`src/rtl/rns_sign_pkg.sv`:
```
package rns_sign_pkg;

  typedef enum logic [1:0] {
    ORD_LT = 2'd0,
    ORD_EQ = 2'd1,
    ORD_GT = 2'd2
  } ord_e;

endpackage

```
`src/rtl/rns_order_cmp.sv`:
```
// Orders two numbers by core value first; equal cores are settled by the
// residue of the reference channel.
module rns_order_cmp #(
  parameter int unsigned CW = 17,
  parameter int unsigned RW = 5
) (
  input  logic [CW-1:0]        a_core,
  input  logic [RW-1:0]        a_tie,
  input  logic [CW-1:0]        b_core,
  input  logic [RW-1:0]        b_tie,
  output rns_sign_pkg::ord_e   rel
);
  import rns_sign_pkg::*;

  always_comb begin
    if (a_core < b_core)      rel = ORD_LT;
    else if (a_core > b_core) rel = ORD_GT;
    else if (a_tie < b_tie)   rel = ORD_LT;
    else if (a_tie > b_tie)   rel = ORD_GT;
    else                      rel = ORD_EQ;
  end

endmodule

```
`src/rtl/rns_negate.sv`:
```
// Per-channel additive inverse; a zero residue maps to zero.
module rns_negate #(
  parameter int unsigned NCH = 4,
  parameter int unsigned RW  = 5,
  parameter int unsigned MODULI [NCH] = '{11, 13, 17, 19}
) (
  input  logic [NCH-1:0][RW-1:0] r,
  output logic [NCH-1:0][RW-1:0] neg
);

  for (genvar ch = 0; ch < NCH; ch++) begin : g_ch
    localparam logic [RW-1:0] MOD_C = RW'(MODULI[ch]);
    assign neg[ch] = (r[ch] == '0) ? '0 : MOD_C - r[ch];
  end

endmodule

```
`src/rtl/rns_core_eval.sv`:
```
// Core value: weighted residue sum, truncated to CW bits.
module rns_core_eval #(
  parameter int unsigned NCH = 4,
  parameter int unsigned RW  = 5,
  parameter int unsigned CW  = 17,
  parameter int unsigned BASIS_CORE [NCH] = '{83408, 100824, 84811, 124173}
) (
  input  logic [NCH-1:0][RW-1:0] r,
  output logic [CW-1:0]          core
);

  logic [NCH-1:0][CW-1:0] term;

  for (genvar ch = 0; ch < NCH; ch++) begin : g_term
    localparam logic [CW-1:0] K_C = CW'(BASIS_CORE[ch]);
    assign term[ch] = CW'(r[ch]) * K_C;
  end

  always_comb begin
    core = '0;
    for (int ch = 0; ch < NCH; ch++) begin
      core = core + term[ch];
    end
  end

endmodule

```
`src/rtl/rns_operand_fold.sv`:
```
// Sign detection against the range midpoint and selection of the magnitude.
module rns_operand_fold #(
  parameter int unsigned NCH      = 4,
  parameter int unsigned RW       = 5,
  parameter int unsigned CW       = 17,
  parameter int unsigned REF_CH   = 0,
  parameter int unsigned MODULI     [NCH] = '{11, 13, 17, 19},
  parameter int unsigned BASIS_CORE [NCH] = '{83408, 100824, 84811, 124173},
  parameter int unsigned MID_CORE = 65517,
  parameter int unsigned MID_RES  = 5
) (
  input  logic [NCH-1:0][RW-1:0] x,
  output logic                   is_neg,
  output logic [NCH-1:0][RW-1:0] mag,
  output logic [CW-1:0]          mag_core
);
  import rns_sign_pkg::*;

  localparam logic [CW-1:0] MID_CORE_C = CW'(MID_CORE);
  localparam logic [RW-1:0] MID_RES_C  = RW'(MID_RES);

  logic [NCH-1:0][RW-1:0] x_neg;
  logic [CW-1:0]          x_core;
  logic [CW-1:0]          x_neg_core;
  ord_e                   vs_mid;

  rns_negate #(.NCH(NCH), .RW(RW), .MODULI(MODULI)) u_neg (
    .r   (x),
    .neg (x_neg)
  );

  rns_core_eval #(.NCH(NCH), .RW(RW), .CW(CW), .BASIS_CORE(BASIS_CORE)) u_core_pos (
    .r    (x),
    .core (x_core)
  );

  rns_core_eval #(.NCH(NCH), .RW(RW), .CW(CW), .BASIS_CORE(BASIS_CORE)) u_core_neg (
    .r    (x_neg),
    .core (x_neg_core)
  );

  rns_order_cmp #(.CW(CW), .RW(RW)) u_mid_cmp (
    .a_core (x_core),
    .a_tie  (x[REF_CH]),
    .b_core (MID_CORE_C),
    .b_tie  (MID_RES_C),
    .rel    (vs_mid)
  );

  always_comb begin
    is_neg   = (vs_mid == ORD_GT);
    mag      = is_neg ? x_neg      : x;
    mag_core = is_neg ? x_neg_core : x_core;
  end

endmodule

```
`src/rtl/rns_sign_classifier.sv`:
```
module rns_sign_classifier #(
  parameter int unsigned NCH      = 4,
  parameter int unsigned RW       = 5,
  parameter int unsigned CW       = 17,
  parameter int unsigned REF_CH   = 0,
  parameter int unsigned MODULI     [NCH] = '{11, 13, 17, 19},
  parameter int unsigned BASIS_CORE [NCH] = '{83408, 100824, 84811, 124173},
  parameter int unsigned MID_CORE = 65517,
  parameter int unsigned MID_RES  = 5
) (
  input  logic                clk,
  input  logic                rst_n,
  input  logic                in_valid,
  input  logic [NCH*RW-1:0]   dividend,
  input  logic [NCH*RW-1:0]   divisor,
  output logic                out_valid,
  output logic                res_neg,
  output logic                dvd_neg,
  output logic                dvs_neg,
  output logic                q_zero,
  output logic                q_unit,
  output logic [NCH*RW-1:0]   abs_dividend,
  output logic [CW-1:0]       abs_dividend_core,
  output logic [NCH*RW-1:0]   abs_divisor
);
  import rns_sign_pkg::*;

  localparam int unsigned VW = NCH * RW;

  typedef struct packed {
    logic          res_neg;
    logic          dvd_neg;
    logic          dvs_neg;
    logic          q_zero;
    logic          q_unit;
    logic [VW-1:0] a_mag;
    logic [CW-1:0] a_core;
    logic [VW-1:0] b_mag;
  } result_t;

  logic [NCH-1:0][RW-1:0] a_in, b_in, a_mag, b_mag;
  logic [CW-1:0]          a_core, b_core;
  logic                   a_neg, b_neg;
  ord_e                   mag_rel;
  result_t                res_q, res_d;
  logic                   vld_q, vld_d;

  assign a_in = dividend;
  assign b_in = divisor;

  rns_operand_fold #(
    .NCH(NCH), .RW(RW), .CW(CW), .REF_CH(REF_CH), .MODULI(MODULI),
    .BASIS_CORE(BASIS_CORE), .MID_CORE(MID_CORE), .MID_RES(MID_RES)
  ) u_fold_dvd (
    .x        (a_in),
    .is_neg   (a_neg),
    .mag      (a_mag),
    .mag_core (a_core)
  );

  rns_operand_fold #(
    .NCH(NCH), .RW(RW), .CW(CW), .REF_CH(REF_CH), .MODULI(MODULI),
    .BASIS_CORE(BASIS_CORE), .MID_CORE(MID_CORE), .MID_RES(MID_RES)
  ) u_fold_dvs (
    .x        (b_in),
    .is_neg   (b_neg),
    .mag      (b_mag),
    .mag_core (b_core)
  );

  rns_order_cmp #(.CW(CW), .RW(RW)) u_mag_cmp (
    .a_core (a_core),
    .a_tie  (a_mag[REF_CH]),
    .b_core (b_core),
    .b_tie  (b_mag[REF_CH]),
    .rel    (mag_rel)
  );

  // Next-state: capture enabled by in_valid, otherwise hold.
  always_comb begin
    res_d = res_q;
    vld_d = in_valid;
    if (in_valid) begin
      res_d.res_neg = a_neg ^ b_neg;
      res_d.dvd_neg = a_neg;
      res_d.dvs_neg = b_neg;
      res_d.q_zero  = (mag_rel == ORD_LT);
      res_d.q_unit  = (mag_rel == ORD_EQ);
      res_d.a_mag   = a_mag;
      res_d.a_core  = a_core;
      res_d.b_mag   = b_mag;
    end
  end

  always_ff @(posedge clk or negedge rst_n) begin
    if (!rst_n) begin
      res_q <= '0;
      vld_q <= 1'b0;
    end else begin
      res_q <= res_d;
      vld_q <= vld_d;
    end
  end

  assign out_valid         = vld_q;
  assign res_neg           = res_q.res_neg;
  assign dvd_neg           = res_q.dvd_neg;
  assign dvs_neg           = res_q.dvs_neg;
  assign q_zero            = res_q.q_zero;
  assign q_unit            = res_q.q_unit;
  assign abs_dividend      = res_q.a_mag;
  assign abs_dividend_core = res_q.a_core;
  assign abs_divisor       = res_q.b_mag;

endmodule

```
`config.mk`:
```
export PLATFORM = sky130hd
export DESIGN_NAME = rns_sign_classifier
export DESIGN_NICKNAME = d
export VERILOG_FILES = /design/src/rtl/rns_sign_pkg.sv /design/src/rtl/rns_order_cmp.sv /design/src/rtl/rns_negate.sv /design/src/rtl/rns_core_eval.sv /design/src/rtl/rns_operand_fold.sv /design/src/rtl/rns_sign_classifier.sv
export SDC_FILE = /design/constraint.sdc
export NUM_CORES = 1
export LEC_CHECK = 0
export ABC_AREA = 1
export CAP_MARGIN = 20
export CORE_UTILIZATION = 35
export CTS_CLUSTER_DIAMETER = 30
export DETAILED_ROUTE_END_ITERATION = 6
export GPL_ROUTABILITY_DRIVEN = 0
export PLACE_DENSITY = 0.53
export SYNTH_ARGS = -nofsm -noshare
export SYNTH_HDL_FRONTEND = slang
export SYNTH_SLANG_ARGS = --single-unit
```
`constraint.sdc`:
```
create_clock -name clk -period 0.8 [get_ports clk]
set_input_delay 0.12 -clock clk [delete_from_list [all_inputs] [get_ports clk]]
set_output_delay 0.12 -clock clk [all_outputs]
set_load 0.02 [all_outputs]
```
Yosys cells after proc, flatten, opt, wreduce, memory -nomap -nowiden
Index checks and enable logic that the tools add are counted.
{"block": "totals", "register_bits": 63, "latchBits": 0, "ramBits": 0, "rom_bits": 0, "output_inout_bits": 63, "elab_cells": 94, "mem_count": 0}
{"block": "classes", "add_sub_neg": 20, "mul": 16, "div": 0, "magnitude_cmp": 12, "n_eq_ne": 3, "shift": 0, "n_mux": 24, "n_bitwise": 1, "n_reduce_logical": 9}
{"cell": "$add A17 B17 Y17", "count": 12}
{"cell": "$mul A5 B17 Y17 const B", "count": 4}
{"cell": "$mul A6 B14 Y17 const B", "count": 4}
{"cell": "$mul A5 B14 Y14 const B", "count": 4}
{"cell": "$mul A5 B13 Y13 const B", "count": 4}
{"cell": "$logic_not A5 Y1", "count": 8}
{"cell": "$mux W20", "count": 2}
{"cell": "$mux W5", "count": 8}
{"cell": "$gt A17 B16 Y1 const B", "count": 2}
{"cell": "$lt A17 B16 Y1 const B", "count": 2}
{"cell": "$mux W17", "count": 2}
{"cell": "$mux W2", "count": 12}
{"cell": "$sub A4 B5 Y5 const A", "count": 4}
{"cell": "$sub A5 B5 Y5 const A", "count": 4}
{"cell": "$gt A17 B17 Y1", "count": 1}
{"cell": "$lt A17 B17 Y1", "count": 1}
{"cell": "$gt A5 B3 Y1 const B", "count": 2}
{"cell": "$lt A5 B3 Y1 const B", "count": 2}
{"cell": "$gt A5 B5 Y1", "count": 1}
{"cell": "$lt A5 B5 Y1", "count": 1}
{"cell": "$eq A2 B2 Y1 const B", "count": 2}
{"cell": "$eq A2 B1 Y1 const B", "count": 1}
{"cell": "$logic_not A2 Y1", "count": 1}
{"cell": "$xor A1 B1 Y1", "count": 1}

Logic depth before layout (Yosys ltp)
{"block": "depth", "depth_word": 15, "ltp_mapped": 57, "ltp_nobuf": 56}

Cells and area by module
A second synthesis with hierarchy kept.
{"block": "unflattened", "hier_cells": 3237, "area_unflattened_um2": 24591.1}
{"module": "rns_core_eval (u_fold_dvd.u_core_pos)", "n_inst": 1, "cells_per_inst": 581, "area_per_inst_um2": 4600.7}
{"module": "rns_core_eval (u_fold_dvs.u_core_neg)", "n_inst": 1, "cells_per_inst": 558, "area_per_inst_um2": 4559.4}
{"module": "rns_core_eval (u_fold_dvs.u_core_pos)", "n_inst": 1, "cells_per_inst": 549, "area_per_inst_um2": 4545.6}
{"module": "rns_core_eval (u_fold_dvd.u_core_neg)", "n_inst": 1, "cells_per_inst": 532, "area_per_inst_um2": 4414.2}
{"module": "rns_sign_classifier", "n_inst": 1, "cells_per_inst": 265, "area_per_inst_um2": 2437.3}
{"module": "rns_order_cmp", "n_inst": 3, "cells_per_inst": 118, "area_per_inst_um2": 715.7}
{"module": "rns_operand_fold", "n_inst": 2, "cells_per_inst": 128, "area_per_inst_um2": 591.8}
{"module": "rns_negate", "n_inst": 2, "cells_per_inst": 71, "area_per_inst_um2": 351.6}

Least setup slack after synthesis
No wires, ideal clock.
{"block": "synth_timing", "path_kind": "input port to flip-flop", "startpoint": "input dividend[2]", "endpoint": "register res_q, in the netlist q_unit", "setup_time_ns": 0.125, "t_arrival_ns": 7.767, "required_ns": 0.675, "setup_slack_ns": -7.092, "cell_stages": 41, "cell_sequence": "inv_1 -> fa_1 -> fa_1 -> inv_1 -> ha_1 -> ha_1 -> a21oi_1 -> nand2_1 -> a21oi_1 -> o211a_1 -> xor2_1 -> fa_1 -> fa_1 -> fa_1 -> fa_1 -> fa_1 -> inv_1 -> ha_1 -> [5 not listed] -> nand2_1 -> nor2_1 -> nand4_4 -> nand2_1 -> buf_6 -> buf_6 -> nand2_1 -> and2_1 -> ha_1 -> a21oi_1 -> nor2_1 -> or3_1 -> a21oi_1 -> o21ai_0 -> nand2_1 -> nand2_1 -> nand2_1 -> o31ai_1"}
{"block": "synth_via", "elab_cells_between_ends": 31, "classes_between": "7 x add/sub; 2 x mul; 8 x order compare; 2 x eq/ne; 11 x mux; 1 x reduce/logical"}
{"item": "start, declared", "line": "rns_sign_classifier.sv:14", "source": "input logic [NCH*RW-1:0] dividend,"}
{"item": "$mul A5 B13 Y13", "line": "rns_core_eval.sv:16", "source": "assign term[ch] = CW'(r[ch]) * K_C;"}
{"item": "$add A17 B17 Y17 (3 in a row)", "line": "rns_core_eval.sv:22", "source": "core = core + term[ch];"}
{"item": "$gt A17 B16 Y1", "line": "rns_order_cmp.sv:17", "source": "else if (a_core > b_core) rel = ORD_GT;"}
{"item": "$mux W2", "line": "rns_order_cmp.sv:17"}
{"item": "$mux W2 (*)", "line": "rns_order_cmp.sv:16", "source": "if (a_core < b_core) rel = ORD_LT;"}
{"item": "$eq A2 B2 Y1 (*)", "line": "rns_operand_fold.sv:51", "source": "is_neg = (vs_mid == ORD_GT);"}
{"item": "$mux W17 (*)", "line": "rns_operand_fold.sv:53", "source": "mag_core = is_neg ? x_neg_core : x_core;"}
{"item": "named net a_core[3]", "line": "rns_sign_classifier.sv:42", "source": "logic [CW-1:0] a_core, b_core;"}
{"item": "$gt A17 B17 Y1", "line": "rns_order_cmp.sv:17"}
{"item": "$mux W2", "line": "rns_order_cmp.sv:17"}
{"item": "$mux W2 (*)", "line": "rns_order_cmp.sv:16"}
{"item": "$eq A2 B1 Y1 (*)", "line": "rns_sign_classifier.sv:88", "source": "res_d.q_unit = (mag_rel == ORD_EQ);"}
{"item": "end signal, assigned", "line": "rns_sign_classifier.sv:100", "source": "res_q <= res_d;"}
{"item": "end, declared", "line": "rns_sign_classifier.sv:45", "source": "result_t res_q, res_d;"}
The timed path passes the listed nets; every way through them passes the cells marked *.
A chain may end at the register's enable or synchronous reset.

Final worst setup path
{"block": "layout_timing", "startpoint": "input dividend[3]", "endpoint": "register res_q, in the netlist q_zero"}
{"block": "layout_via", "elab_cells_between_ends": 31, "classes_between": "7 x add/sub; 2 x mul; 8 x order compare; 1 x eq/ne; 11 x mux; 2 x reduce/logical"}
{"item": "$mul A5 B13 Y13", "line": "rns_core_eval.sv:16"}
{"item": "$add A17 B17 Y17 (3 in a row)", "line": "rns_core_eval.sv:22"}
{"item": "$gt A17 B16 Y1", "line": "rns_order_cmp.sv:17"}
{"item": "$mux W2", "line": "rns_order_cmp.sv:17"}
{"item": "$mux W2 (*)", "line": "rns_order_cmp.sv:16"}
{"item": "$eq A2 B2 Y1 (*)", "line": "rns_operand_fold.sv:51"}
{"item": "$mux W17 (*)", "line": "rns_operand_fold.sv:53"}
{"item": "named net a_core[3]", "line": "rns_sign_classifier.sv:42"}
{"item": "$gt A17 B17 Y1", "line": "rns_order_cmp.sv:17"}
{"item": "$mux W2", "line": "rns_order_cmp.sv:17"}
{"item": "$mux W2 (*)", "line": "rns_order_cmp.sv:16"}
{"item": "$logic_not A2 Y1 (*)", "line": "rns_sign_classifier.sv:87", "source": "res_d.q_zero = (mag_rel == ORD_LT);"}
Marked as above.

==> out/qor.yml <==
worst_setup_path:
  worst_r2r_endpoint: "dvd_neg"
  critPathArrivalTime_ns: 8.24
  crit_path_end_kind: "register"
  crit_type: "input pin to register"
  reg2reg_setup_slack_ns: -0.11
  cp-start-kind: "input pin"
  reg2reg_from: "dvd_neg"
  cp_max_fo: 5
  path_common_cell: "fa_1"
  rr_worst_depth: 3
  worstPathRequired_ns: 1.13
  slowest_delay_ns: 0.59
  slowest_stage: "fa_2"
finish:
  drive_above_1_share_pct: 35.5
  area_growth_pct: 51.6
  multi_input_area_um2: 20300
  seqCellArea_um2: 1580
  num-fill-cells: 5794
  layout.nets: 4529
  final_cells: 4587
  antenna_cells: 0
sta:
  rsz0062_at_grt: "yes"
  worst_slack_ns: -7.10
  tightest_slew_ns: 0.422
  finalCriticalPeriod_ns: 7.90
  fmax_mhz: 127
  fin_skew_ns: 0
  hold_viol: 0
  slew_headroom_pct: 71.6
  setup_viol: 125
  slew_viol_final: 0
  period_share_pct: 988
floorplanning:
  dieArea_um2: 64700
  floorplan.initialDensity_pct: 35.4
  fp.dieH_um: 254
  core_area_um2: 63000
  die_x_um: 254
  std_cell_rows: 92
  io_pins: 106
placement:
  dp.cells: 4455
  hpwl_um: 62200
  preCtsSetupSlack_ns: -8.11
  port_buffers: 105
clock_network:
  htree_levels: 3
  clk_pin_slew_ns: 0.08
  insertion_delay_ns: 0.39
  cts.sinks: 63
  cts_root_buf: "clkbuf_16"
  cts_max_path_buffers: 2
  cts_tree: "done"
  numCtsBuffers: 9
routing:
  drt_iter0_drc: 945
  routed_wl_um: 73500
  detail-route-antenna-nets: 0
  vias: 21329
  drc_errors: 0
  first_pass_iters: 5
  viasPerCell: 4.65
  wl_per_cell_um: 16.0
synth:
  synth_edf_count: 0
  synthCells: 2849
  yosysTopAreaCell: "ha_1"
  ys_types: 47
  synthTopCellsByCount: "inv_1 (732), nand2_1 (498), ha_1 (481), fa_1 (269), nand3_1 (175)"
  netlist_area_um2: 22300
  ys.flop_type: "dfrtp_1"
  yosysWarningCount: 0
  synth_top_area_share_pct: 27.0
  syn_nets: 3642
  avgSynthCellArea_um2: 7.83
  yosysMostFrequentCell: "inv_1"
  synthArstFlopShare_pct: 100
  synth_seq_cells: 63
  yosysSeqAreaShare_pct: 7.07
  synth.area.top_cells: "ha_1 (27%), fa_1 (24%), inv_1 (12%)"
outcome:
  status: "complete, but fails checks"
  violations: "negative setup slack"
global_routing:
  antenna_found_initial: 0
  grt_first_pass_wirelength_um: 115000
  grt_pass1_vias: 22051
  track_usage_pct: 22.9
  overflow: 0
  grt_max_degree: 32
hold_path:
  worstHoldPathType: "input pin to register"
  hold_end: "abs_dividend[8]"
  hold_depth: 4
  hp-start: "dividend[8]"
flow_run:
  drv_cap: 0
-- routing by layer --
metal	GRT usage, %	vias to the layer above	share of wire [%]
li1	-	10614	-
met1	31.5	10240	46
met2	37.4	392	47
met3	2.70	83	4.4
met4	6.99	0	2.5
met5	0	-	0
-- layout by cell type, fill, tap and decap left out, types with 16 or more instances in the layout --
cell type / synthesis / final
nand2_2: 3 / 65
nand3_4: 0 / 33
clkdlybuf4s50_1: 0 / 22
a21o_1: 21 / 21
nand2_4: 0 / 33
a21oi_1: 128 / 88
o21ai_1: 18 / 27
and2_1: 21 / 19
o21ai_0: 59 / 28
a21oi_2: 1 / 29
ha_4: 0 / 49
buf_6: 4 / 131
ha_1: 481 / 425
nor2_1: 108 / 85
o21ai_2: 0 / 20
buf_4: 0 / 704
inv_1: 732 / 701
inv_2: 1 / 23
buf_12: 0 / 16
nand2_1: 498 / 403
xnor2_1: 51 / 42
nand3_1: 175 / 93
fa_1: 269 / 255
dfrtp_1: 63 / 61
xor2_1: 82 / 71
nand3_2: 1 / 50
-- registers in the layout, summed over array words and instances (netlist names) --
signal / flops
out_valid: 1
res_neg: 1
dvd_neg: 1
dvs_neg: 1
q_zero: 1
abs_dividend_core: 17
q_unit: 1
abs_divisor: 20
abs_dividend: 20
-- worst max path at each step --
stage,startpoint,slack (ns),endpoint,cells past startpoint
after floorplan,dividend[3],-6.87,q_unit,41
after global placement,divisor[3],-7.86,q_zero,43
after detailed placement,divisor[2],-8.11,q_unit,38
after CTS,dividend[3],-6.99,q_unit,40
after global routing,divisor[0],-7.37,q_zero,42
final,dividend[3],-7.10,q_zero,42
-- worst max-delay path: cells and delay by family --
kind | cells | cell delay, ns
AOI/OAI and AO/OA | 9 | 1.12
and+or+nand+nor | 14 | 1.60
buffers and inverters | 7 | 0.68
adders and majority gates | 11 | 4.54
xor gates and xnor gates | 1 | 0.17
-- cell families (layout without fill, tap and decap cells) --
kind of cell	Yosys count	after routing	share of synthesized area, %
simple gates	872	873	16.7
buf+inv	763	1654	13.0
fa+ha+maj	750	750	51.1
compound gates	267	267	6.69
xor+xnor	134	134	5.32
flops	63	63	7.07
-- layout make-up --
| type | instances | share of cell area (%) |
|---|---|---|
| Tap cell | 846 | 3.13 |
| Sequential cell | 63 | 4.67 |
| Timing Repair Buffer | 905 | 22.8 |
| Clock inverter | 7 | 0.307 |
| Inverter | 733 | 8.24 |
| Multi-Input combinational cell | 2024 | 60.2 |
| Clock buffer | 9 | 0.666 |
-- what timing repair did --
action / in CTS / in global routing
hold endpoints to repair: 63 / 0
setup endpoints to repair: 125 / 125
hold buffers: 1 / 0
cloned: 6 / 0
pin swaps: 193 / 161
gates resized for setup: 784 / 264
buffers inserted: 92 / 36
-- metrics by stage --
step | cell area [um^2] | util (%) | setup TNS, ns | hold WS (ns)
3_3_place_gp | 29700 | 47.2 | -440.64 | 0.0300
3_5_place_dp | 29700 | 47.2 | -450.03 | 0.0332
4_1_cts | 32500 | 51.6 | -395.68 | 0.130
6_report | 33800 | 53.7 | -398.26 | 0.145
2_1_floorplan | 22600 | - | -349.88 | -0.176
5_1_grt | 33800 | 53.7 | -414.47 | 0.169
Power is left out: the tool's default activity adds up to more than one toggle a clock period on the data nets, which glitch-free logic cannot reach.
